File: src/rtl/hmc_pkg.sv
package hmc_pkg;
  localparam int NFAULT   = 8;
  localparam int F_RSV    = 0;
  localparam int F_PD     = 1;
  localparam int F_BOTH   = 2;
  localparam int F_KEY    = 3;
  localparam int F_ICVTY  = 4;
  localparam int F_ICVCON = 5;
  localparam int F_INITM  = 6;
  localparam int F_NOCTX  = 7;

  typedef struct packed {
    logic cont;
    logic cicv;
    logic smac;
    logic init;
    logic hmac;
    logic pd;
  } hmc_flags_t;
endpackage

File: src/rtl/hmc_decode.sv
module hmc_decode #(
  parameter int WORD_W = 64,
  parameter int ALG_W  = 4
) (
  input  logic [WORD_W-1:0]  word,
  output hmc_pkg::hmc_flags_t flags,
  output logic [ALG_W-1:0]   alg,
  output logic               rsv_nz
);
  localparam int PD_POS   = ALG_W;
  localparam int HMAC_POS = ALG_W + 1;
  localparam int INIT_POS = ALG_W + 2;
  localparam int SMAC_POS = ALG_W + 3;
  localparam int CICV_POS = ALG_W + 4;
  localparam int CONT_POS = ALG_W + 5;
  localparam int RSV_LO   = ALG_W + 6;

  always_comb begin
    flags.pd   = word[PD_POS];
    flags.hmac = word[HMAC_POS];
    flags.init = word[INIT_POS];
    flags.smac = word[SMAC_POS];
    flags.cicv = word[CICV_POS];
    flags.cont = word[CONT_POS];
    alg        = word[ALG_W-1:0];
    rsv_nz     = |word[WORD_W-1:RSV_LO];
  end
endmodule

File: src/rtl/hmc_rules.sv
module hmc_rules (
  input  hmc_pkg::hmc_flags_t        flags,
  input  logic                       rsv_nz,
  input  logic                       icv_ok,
  input  logic                       ctx_ok,
  input  logic                       key_ok,
  input  logic                       chain_open,
  output logic [hmc_pkg::NFAULT-1:0] fault
);
  import hmc_pkg::*;
  always_comb begin
    fault           = '0;
    fault[F_RSV]    = rsv_nz;
    fault[F_PD]     = (flags.pd == flags.cont);
    fault[F_BOTH]   = flags.hmac & flags.smac;
    fault[F_KEY]    = (flags.hmac | flags.smac) & ~key_ok;
    fault[F_ICVTY]  = flags.cicv & ~icv_ok;
    fault[F_ICVCON] = flags.cicv & flags.cont;
    fault[F_INITM]  = flags.init & chain_open;
    fault[F_NOCTX]  = ~flags.init & ~chain_open & ~ctx_ok;
  end
endmodule

File: src/rtl/hmc_state.sv
module hmc_state (
  input  logic clk,
  input  logic rst,
  input  logic accept,
  input  logic reject,
  input  logic cont,
  input  logic err_clr,
  output logic chain_open,
  output logic err_flag
);
  always_ff @(posedge clk) begin
    if (rst) begin
      chain_open <= 1'b0;
      err_flag   <= 1'b0;
    end else begin
      if (accept) chain_open <= cont;
      if (reject) err_flag <= 1'b1;
      else if (err_clr) err_flag <= 1'b0;
    end
  end


  sticky_err_chk: assert property (@(posedge clk) disable iff (rst)
    err_flag && !err_clr |=> err_flag);


  err_set_chk: assert property (@(posedge clk) disable iff (rst)
    reject |=> err_flag);
endmodule

File: src/rtl/hmc_mode_check.sv
module hmc_mode_check #(
  parameter int WORD_W = 64,
  parameter int ALG_W  = 4
) (
  input  logic              clk,
  input  logic              rst,
  input  logic              mode_valid,
  input  logic [WORD_W-1:0] mode_word,
  input  logic              icv_ok,
  input  logic              ctx_ok,
  input  logic              key_ok,
  input  logic              err_clr,
  output logic              out_valid,
  output logic              do_init,
  output logic              do_final,
  output logic              do_hmac,
  output logic              do_smac,
  output logic              do_cicv,
  output logic [ALG_W-1:0]  alg,
  output logic [7:0]        fault,
  output logic              desc_err,
  output logic              err_flag,
  output logic              chain_open
);
  import hmc_pkg::*;

  hmc_flags_t        flg;
  logic [ALG_W-1:0]  alg_c;
  logic              rsv_c;
  logic [NFAULT-1:0] fault_c;
  logic              any_f, accept, reject;

  hmc_decode #(.WORD_W(WORD_W), .ALG_W(ALG_W)) u_dec (
    .word(mode_word), .flags(flg), .alg(alg_c), .rsv_nz(rsv_c));

  hmc_rules u_rules (
    .flags(flg), .rsv_nz(rsv_c), .icv_ok(icv_ok), .ctx_ok(ctx_ok),
    .key_ok(key_ok), .chain_open(chain_open), .fault(fault_c));

  assign any_f  = |fault_c;
  assign accept = mode_valid & ~any_f;
  assign reject = mode_valid & any_f;

  hmc_state u_state (
    .clk(clk), .rst(rst), .accept(accept), .reject(reject),
    .cont(flg.cont), .err_clr(err_clr),
    .chain_open(chain_open), .err_flag(err_flag));

  always_ff @(posedge clk) begin
    if (rst) begin
      out_valid <= 1'b0;
      do_init   <= 1'b0;
      do_final  <= 1'b0;
      do_hmac   <= 1'b0;
      do_smac   <= 1'b0;
      do_cicv   <= 1'b0;
      alg       <= '0;
      fault     <= '0;
      desc_err  <= 1'b0;
    end else begin
      out_valid <= mode_valid;
      do_init   <= accept & flg.init;
      do_final  <= accept & ~flg.cont;
      do_hmac   <= accept & flg.hmac;
      do_smac   <= accept & flg.smac;
      do_cicv   <= accept & flg.cicv;
      alg       <= accept ? alg_c : '0;
      fault     <= mode_valid ? fault_c : '0;
      desc_err  <= reject;
    end
  end


  chain_hold_chk: assert property (@(posedge clk) disable iff (rst)
    reject |=> $stable(chain_open));


  suppress_chk: assert property (@(posedge clk) disable iff (rst)
    desc_err |-> !(do_init || do_final || do_hmac || do_smac || do_cicv));


  final_chain_chk: assert property (@(posedge clk) disable iff (rst)
    out_valid && !desc_err |-> (do_final == !chain_open));


  mac_excl_chk: assert property (@(posedge clk) disable iff (rst)
    !(do_hmac && do_smac));


  idle_chk: assert property (@(posedge clk) disable iff (rst)
    !mode_valid |=> !out_valid && !desc_err);
endmodule

File: config.mk
export PLATFORM = sky130hd
export DESIGN_NAME = hmc_mode_check
export DESIGN_NICKNAME = d
export VERILOG_FILES = /design/src/rtl/hmc_pkg.sv /design/src/rtl/hmc_decode.sv /design/src/rtl/hmc_rules.sv /design/src/rtl/hmc_state.sv /design/src/rtl/hmc_mode_check.sv
export SDC_FILE = /design/constraint.sdc
export NUM_CORES = 1
export LEC_CHECK = 0
export BUFFER_PORTS_ARGS = -buffer_cell sky130_fd_sc_hd__buf_2
export CORE_MARGIN = 4
export CORE_UTILIZATION = 33
export CTS_BUF_LIST = sky130_fd_sc_hd__clkbuf_8
export CTS_CLUSTER_DIAMETER = 30
export CTS_CLUSTER_SIZE = 8
export DETAILED_ROUTE_END_ITERATION = 10
export PLACE_DENSITY = 0.86
export SYNTH_ARGS = -nofsm -noshare
export SYNTH_HDL_FRONTEND = slang
export SYNTH_SLANG_ARGS = --single-unit
File: constraint.sdc
create_clock -name clk -period 2.05 [get_ports clk]
set_input_delay 0.1025 -clock clk [delete_from_list [all_inputs] [get_ports clk]]
set_output_delay 0.1025 -clock clk [all_outputs]
set_load 0.02 [all_outputs]
== Word-level counts from Yosys, hierarchy flattened ==
Index checks and enable logic that the tools add are counted.

* Equal/unequal tests: 1
* Muxes and demuxes: 2
* Bitwise operators: 24
* Reduce and logical (&&, ||, !) cells: 5

{| class="wikitable"
|+ Operator list
! cell !! number
|-
| OR reduction 61 bit || 1
|-
| OR reduction 54 bit || 1
|-
| AND 1 bit || 14
|-
| NOT 1 bit || 9
|-
| OR reduction 2 bit || 2
|-
| 2-to-1 mux 1 bit || 2
|-
| nonzero test 2 bit || 1
|-
| == test 1 bit || 1
|-
| bitwise OR 1 bit || 1
|}

* Flip-flop bits (word level): 21
* Bits of input ports: 71
* Word-level logic and storage cells: 43

== Longest topological paths before layout ==
Gate-level depths: netlist of the first run.

* Depth in word-level cells: 8
* Gate-level depth with buffers: 6
* Depth with buffers taken out: 5

== By module ==
From an unflattened synthesis of the first run, not the netlist that was laid out.

* Cell total of the unflattened synthesis: 91
* Area total of the unflattened synthesis: 920.9 um^2

{| class="wikitable"
|+ Modules (own cells, without submodules)
! module !! times used !! cells an instance !! area each (um^2) !! seq. area each (um^2)
|-
| hmc_mode_check || 1 || 47 || 590.6 || 380.4
|-
| hmc_decode || 1 || 29 || 196.4 || 0.0
|-
| hmc_state || 1 || 7 || 72.6 || 40.0
|-
| hmc_rules || 1 || 8 || 61.3 || 0.0
|}

== Worst setup path before layout of the first run ==
Ideal clock, no wire load.

* Path type: register to register
* From: register u_state.chain_open
* To: register alg[0]
* Library setup time: 0.115 ns
* Arrival time: 1.436 ns
* Required time: 1.935 ns
* Setup slack: 0.499 ns
* Stages on the path, launching flop included: 6
* Buffers on the path: 1
* Path through: dfxtp_1 or3_1 and4_1 and3_1 buf_4 and2_1

* Cells in the longest elaborated chain, start to end: 8
* Elaborated cells between the ends (all ways): 9
* Those cells by class: bitwise (7); reduce/logical (2)

{| class="wikitable"
|+ Ends and longest elaborated chain
! what !! line !! text
|-
| from (decl) || hmc_state.sv:8 || <nowiki>output logic chain_open,</nowiki>
|-
| from (signal assigned) || hmc_state.sv:16 || <nowiki>if (accept) chain_open <= cont;</nowiki>
|-
| NOT 1 bit || hmc_rules.sv:20 || <nowiki>fault[F_NOCTX] = ~flags.init & ~chain_open & ~ctx_ok;</nowiki>
|-
| AND 1 bit (2 in series) || hmc_rules.sv:20 ||
|-
| OR reduction 61 bit * || hmc_mode_check.sv:40 || <nowiki>assign any_f = |fault_c;</nowiki>
|-
| NOT 1 bit * || hmc_mode_check.sv:41 || <nowiki>assign accept = mode_valid & ~any_f;</nowiki>
|-
| AND 1 bit * || hmc_mode_check.sv:41 ||
|-
| NOT 1 bit (no source line) * || n/a ||
|-
| OR reduction 2 bit (no source line) * || n/a ||
|-
| to (signal assigned) || hmc_mode_check.sv:67 || <nowiki>alg <= accept ? alg_c : '0;</nowiki>
|-
| to (decl) || hmc_mode_check.sv:19 || <nowiki>output logic [ALG_W-1:0] alg,</nowiki>
|}

Every way passes the cells marked *; elsewhere a longest branch is shown, timed or not.
A chain may end at the register's enable or synchronous reset.

== Worst setup path in the final report of the first run ==
* From: register u_state.chain_open
* To: register alg[3]

Same word-level chain as after synthesis.

==> out/summary.txt, run 1 <==
Register area -> 420 µm²
Largest net degree at the start of global routing -> 13
Multi-input combinational cell area -> 342 µm²
Critical path startpoint -> u_state.chain_open
Most frequent cells in the layout -> 91 x buf_2, 21 x dfxtp_1, 13 x nor4_1, 8 x and2_1, 6 x nor2_1
Slew @ Worst Pin -> 0.328 ns
Top Ports -> 92
Warnings, synthesis -> 0
Layout cells sized above 1 -> 0.555
CORE AREA -> 0.00223 mm²
Postcts setup bufs -> 0
Routed WL per cell -> 12.1 µm
Worst Path Max Fanout -> 9
GRT overflow -> 0
DRT iter0 DRCs -> 13
CP endpoint kind -> register
Routed WL -> 2430 µm
# resized after CTS -> 0
Final worst path period need -> 1.52 ns
Max-Slew Margin vs Limit -> 0.779
CP Launch Type -> register
Crit path DAT -> 1.67 ns
Crit share post-route -> 0.739
Initial Util -> 0.350
Critical path class -> register to register
Final hold vios -> 0
Maximum clock rate -> 0.660 GHz
Rows -> 17
Post-Place Cells -> 197
First-pass GRT wire length -> 3750 µm
Setup TNS Final -> 0 ns
Critical Path End -> alg[3]
Layout Cells excl Fill -> 201
Overall global routing resource usage -> 0.148
I/O Buffers -> 91
Register bit count reported by yosys -> 21
Clk sink count -> 21
TritonCTS clock tree -> built
Fillers -> 222
Hold crit path type -> input port to register
Power Density -> 606 mW/mm²
WP data required -> 2.21 ns
Slowest-stage cell, CP -> or3_1
Syn avg cell area -> 9.88 µm²
Vias in the first global route -> 926
Capturing point of the worst reg2reg path -> alg[3]
Leak pwr -> 0.739 nW
Die Wd -> 56.6 µm
Initial antenna violation count -> 0
Final Setup Violations -> 0
Number of CTS-inserted buffers -> 3
Outcome -> finished, final reports clean
Max-cap violations -> 0
Pre-Repair DR Iteration Count -> 3
VDD IR-drop max -> 0.357 mV
Worst R2R Start -> u_state.chain_open
Routed vias -> 950
CP peak stage delay -> 0.39 ns
Area delta synth->final -> 67.8%
HP Start -> key_ok
Worst-path cell chain -> or3_1 > and4_1 > and3_1 > and2_1
Clk buf depth -> 2
Avg Vias per Cell -> 4.73
Reg2Reg Setup Slack -> 0.53 ns
Netlist cell types -> 23
CP Buf/Inv Count -> 0
Final Max Slew Viols -> 0
Net count after synthesis -> 150
Remaining antenna violation count -> 0
Gpl congestion -> 0.769
Clock slew at reported path FFs -> 0.07 ns
CP top delay family -> simple AND/OR/NAND/NOR gates
Unrepaired setup endpoints after global routing -> false
Die span in y -> 56.6 µm
H-tree levels -> 1
Worst Reg2Reg Path Length in Cells -> 4
Commonest non-fill, non-tap cell in the layout -> buf_2
Residual DRC -> 0
Die area -> 0.00321 mm²
Clk Latency, worst-skew pair -> 0.26 ns
Root Buffer -> clkbuf_8
Diodes inserted -> 0
Post-Syn Area -> 781 µm²
Sequential fraction of the synthesis area -> 0.538
Worst path depth -> 4
Gate Count Post-Synth -> 79
Post-CTS Hold Fix Bufs -> 0
Clock Skew -> 0.00165 ns
Post-layout nets -> 245
==> cells in the mapped netlist (all sizes together) <==
cell type | number | area share
a22o | 1 | 0.011
and2b | 1 | 0.0096
and4 | 1 | 0.011
nor2 | 6 | 0.029
nand4 | 3 | 0.024
nor2b | 2 | 0.016
mux2i | 1 | 0.013
nand3 | 1 | 0.0064
a21o | 1 | 0.0096
or3 | 1 | 0.0080
nor4 | 14 | 0.13
a21oi | 1 | 0.0064
and3 | 4 | 0.032
buf | 1 | 0.0096
o21ai | 1 | 0.0064
dfxtp | 21 | 0.54
nor3 | 2 | 0.013
and2 | 8 | 0.064
a22oi | 1 | 0.0096
inv | 3 | 0.014
nand2 | 1 | 0.0048
nand2b | 4 | 0.032
==> power by group <==
part | internal (mW) | total, mW | switching (mW) | leakage (nW)
logic | 0.0647 | 0.113 | 0.0487 | 0.542
registers | 0.416 | 0.418 | 0.00223 | 0.171
clock network | 0.135 | 0.262 | 0.127 | 0.0255
total | 0.616 | 0.794 | 0.177 | 0.739
==> cell families after synthesis <==
| kind of cell | after synthesis | synth area share |
|---|---|---|
| compound gates | 5 | 0.0433 |
| buf+inv | 4 | 0.0240 |
| flops | 21 | 0.538 |
| mux | 1 | 0.0128 |
| simple gates | 48 | 0.381 |
==> routing by layer <==
metal / part of all wire / track usage
met1: 0.33 / 0.141
met2: 0.51 / 0.279
met3: 0.15 / 0.0598
met4: 0.012 / 0.0542
met5: 0 / 0
==> stage by stage <==
| stage | hold WS, ns | power (mW) | area (µm²) | util | setup slack [ns] |
|---|---|---|---|---|---|
| 2_1_floorplan | 0.182 | 0.461 | 781 | - | 0.499 |
| 3_3_place_gp | 0.298 | 0.538 | 1260 | 0.566 | 0.356 |
| 3_5_place_dp | 0.300 | 0.542 | 1260 | 0.566 | 0.324 |
| 4_1_cts | 0.0251 | 0.801 | 1310 | 0.587 | 0.528 |
| 5_1_grt | 0.0175 | 0.833 | 1310 | 0.587 | 0.467 |
| 6_report | 0.0290 | 0.794 | 1310 | 0.587 | 0.534 |
==> how the worst min path moves through the flow <==
stage                     cells after the start  slack (ns)        to
after floorplan                               1        0.18  fault[3]
after global placement                        2        0.30  fault[3]
after detailed placement                      2        0.30  fault[3]
after CTS                                     2        0.03  fault[3]
after global routing                          2        0.02  fault[3]
final                                         2        0.03  fault[3]
==> flip-flops by register name, indices dropped and copies added, names as in the netlist <==
register            cells
u_state.chain_open      1
fault                   8
do_init                 1
u_state.err_flag        1
do_hmac                 1
do_final                1
do_cicv                 1
do_smac                 1
out_valid               1
desc_err                1
alg                     4
==> cell type report <==
cell class / instances / area share
Clock buffer: 3 / 0.0315
Clock inverter: 1 / 0.00382
Inverter: 3 / 0.00860
Multi-Input combinational cell: 54 / 0.261
Sequential cell: 21 / 0.321
Tap cell: 28 / 0.0267
Timing Repair Buffer: 91 / 0.348
Note: power is estimated with default switching activity, not from simulation.
==> inputs of run 2 (changes only) <==
--- a/config.mk
+++ b/config.mk
@@ -7,12 +7,12 @@
 export LEC_CHECK = 0
 export BUFFER_PORTS_ARGS = -buffer_cell sky130_fd_sc_hd__buf_2
 export CORE_MARGIN = 4
-export CORE_UTILIZATION = 33
+export CORE_UTILIZATION = 30
 export CTS_BUF_LIST = sky130_fd_sc_hd__clkbuf_8
 export CTS_CLUSTER_DIAMETER = 30
 export CTS_CLUSTER_SIZE = 8
 export DETAILED_ROUTE_END_ITERATION = 10
-export PLACE_DENSITY = 0.86
+export PLACE_DENSITY = 0.83
 export SYNTH_ARGS = -nofsm -noshare
 export SYNTH_HDL_FRONTEND = slang
 export SYNTH_SLANG_ARGS = --single-unit
==> constraint.sdc (replaced) <==
create_clock -name clk -period 1.3 [get_ports clk]
set_input_delay 0.065 -clock clk [delete_from_list [all_inputs] [get_ports clk]]
set_output_delay 0.065 -clock clk [all_outputs]
set_load 0.02 [all_outputs]
==> run 2 against run 1 <==
Effect of this change: clock power grew 58%; final area increased by 12%; first-iteration DRC count up 7.7%; sequential share of layout area shrank 3.3 points; worst setup slack got worse by 0.52 ns; count of clock-buffer cells in the layout did not move; total power up 63%; critical endpoint is now do_final; largest cell class unchanged; highest routed layer unchanged.
==> out/summary.txt, run 2 (synthesis gave the netlist of run 1 again) <==
Outcome -> finished, final reports clean (unchanged)
Routed WL per cell -> 14.1 µm (was 12.1 µm)
Number of CTS-inserted buffers -> 3 (unchanged)
Gpl congestion -> 0.785 (was 0.769)
Clock slew at reported path FFs -> 0.07 ns (about the same)
Crit share post-route -> 0.991 (was 0.739)
Met3 WL -> 403 µm (was 370 µm)
Clk Latency, worst-skew pair -> 0.26 ns (about the same)
Die span in y -> 59.0 µm (was 56.6 µm)
Root Buffer -> clkbuf_8 (unchanged)
Area delta synth->final -> 88.5% (was 67.8%)
Avg Vias per Cell -> 4.73 (about the same)
Fillers -> 239 (was 222)
Leak pwr -> 0.780 nW (was 0.739 nW)
Postcts setup bufs -> 0 (unchanged)
CP Launch Type -> register (unchanged)
Pre-Repair DR Iteration Count -> 4 (was 3)
CP peak stage delay -> 0.35 ns (was 0.39 ns)
Initial antenna violation count -> 0 (unchanged)
Final hold vios -> 0 (unchanged)
Most frequent cells in the layout -> 85 x buf_2, 20 x dfxtp_1, 8 x nor4_1, 7 x and2_1 (was 91 x buf_2, 21 x dfxtp_1, 13 x nor4_1, 8 x and2_1, 6 x nor2_1)
Crit path DAT -> 1.45 ns (was 1.67 ns)
Critical path startpoint -> u_state.chain_open (unchanged)
Register bank with the most flops -> fault (unchanged)
CP top delay family -> simple AND/OR/NAND/NOR gates (unchanged)
Post-layout nets -> 249 (was 245)
Worst R2R Start -> u_state.chain_open (unchanged)
Routed vias -> 980 (was 950)
Rows -> 18 (was 17)
Post-layout util -> 0.594 (was 0.587)
Vias in the first global route -> 1,004 (was 926)
Final Setup Violations -> 0 (unchanged)
Clock Skew -> 0.00340 ns (was 0.00165 ns)
Max reg flops -> 8 (unchanged)
Register area -> 424 µm² (was 420 µm²)
TritonCTS clock tree -> built (unchanged)
H-tree levels -> 1 (unchanged)
Power Density -> 881 mW/mm² (was 606 mW/mm²)
Slowest-stage cell, CP -> dfxtp_4 (was or3_1)
Slew @ Worst Pin -> 0.357 ns (was 0.328 ns)
DR top layer -> met4 (unchanged)
I/O Buffers -> 91 (unchanged)
Total power -> 1.30 mW (was 0.794 mW)
Worst-path cell chain -> or3_4 > and4_4 > and3_4 > and2b_1 (was or3_1 > and4_1 > and3_1 > and2_1)
Max-Slew Margin vs Limit -> 0.760 (was 0.779)
Die area -> 0.00348 mm² (was 0.00321 mm²)
Met2 Wirelength -> 1480 µm (was 1240 µm)
GRT overflow -> 0 (unchanged)
Critical path class -> register to register (unchanged)
WL met1 -> 917 µm (was 791 µm)
First-pass GRT wire length -> 4040 µm (was 3750 µm)
WP data required -> 1.46 ns (was 2.21 ns)
Clk buf depth -> 2 (unchanged)
Initial Util -> 0.315 (was 0.350)
Top Registers -> fault (8), alg (4) (unchanged)
Die Wd -> 59.0 µm (was 56.6 µm)
CP Buf/Inv Count -> 0 (unchanged)
CORE AREA -> 0.00248 mm² (was 0.00223 mm²)
Unrepaired setup endpoints after global routing -> true (was false)
Routed WL -> 2920 µm (was 2430 µm)
Commonest non-fill, non-tap cell in the layout -> buf_2 (unchanged)
Diodes inserted -> 0 (unchanged)
DP Wirelength -> 2430 µm
VDD IR-drop max -> 0.657 mV (was 0.357 mV)
Layout cells sized above 1 -> 0.616 (was 0.555)
Hold crit path type -> input port to register (unchanged)
Remaining antenna violation count -> 0 (unchanged)
Top Ports -> 92 (unchanged)
DRT iter0 DRCs -> 14 (was 13)
Residual DRC -> 0 (unchanged)
Overall global routing resource usage -> 0.158 (was 0.148)
CP endpoint kind -> register (unchanged)
Clk sink count -> 21 (unchanged)
HP Start -> mode_word[1] (was key_ok)
Largest net degree at the start of global routing -> 13 (unchanged)
Multi-input combinational cell area -> 434 µm² (was 342 µm²)
Max-cap violations -> 0 (unchanged)
Final Max Slew Viols -> 0 (unchanged)
Final worst path period need -> 1.29 ns (was 1.52 ns)
Worst Path Max Fanout -> 5 (was 9)
Maximum clock rate -> 0.776 GHz (was 0.660 GHz)
[run 2: final cells by class]
type / instances / area share
repair buffers: 94 / 0.352
multi-input cells: 55 / 0.295
flip-flops and latches: 21 / 0.288
clock buffers: 3 / 0.0281
well taps: 30 / 0.0255
inverters: 3 / 0.00765
clock inverters: 1 / 0.00340
[run 2: layer usage]
layer  up-vias  track usage
li1        485            -
met3        12       0.0566
met1       406        0.132
met5         -            0
met2        77        0.304
met4         0        0.100
[run 2: path summary, 6_finish.rpt]
| kind | end | slack (ns) | cells after the start |
|---|---|---|---|
| hold reg to reg | u_state.err_flag | 0.45 | 1 |
| setup / recovery | do_final | 0.01 | 4 |
| hold / removal | alg[1] | 0.01 | 2 |
| setup reg to reg | do_final | 0.01 | 4 |
[run 2: metrics by stage]
step	worst slack, ns	cell area [µm²]	setup TNS (ns)	hold WS (ns)	instances
floorplan	-0.0518	788	-0.328	0.144	79
global placement	-0.336	1290	-3.53	0.260	202
detailed placement	-0.390	1290	-3.94	0.264	202
CTS	0.0117	1360	0	0.0108	208
global route	-0.0296	1470	-0.0987	0.00379	207
finish	0.0116	1470	0	0.0122	207
[run 2: worst reg2reg max path, stage by stage (launching register included)]
cell,delay (ns)
dfxtp_4,0.35
or3_4,0.33
and4_4,0.17
and3_4,0.18
and2b_1,0.15
[run 2: where the power goes]
group	total, mW	switching [mW]	internal, mW
Sequential	0.657	0.00336	0.654
Clock	0.415	0.202	0.213
Combinational	0.224	0.0985	0.126
[run 2: timing repair]
action	in CTS	in global routing
gates cloned	1	0
resized for setup	3	18
pin swaps	1	7
endpoints found under the setup margin	9	11
hold buffers	1	0
endpoints found under the hold margin	1	0
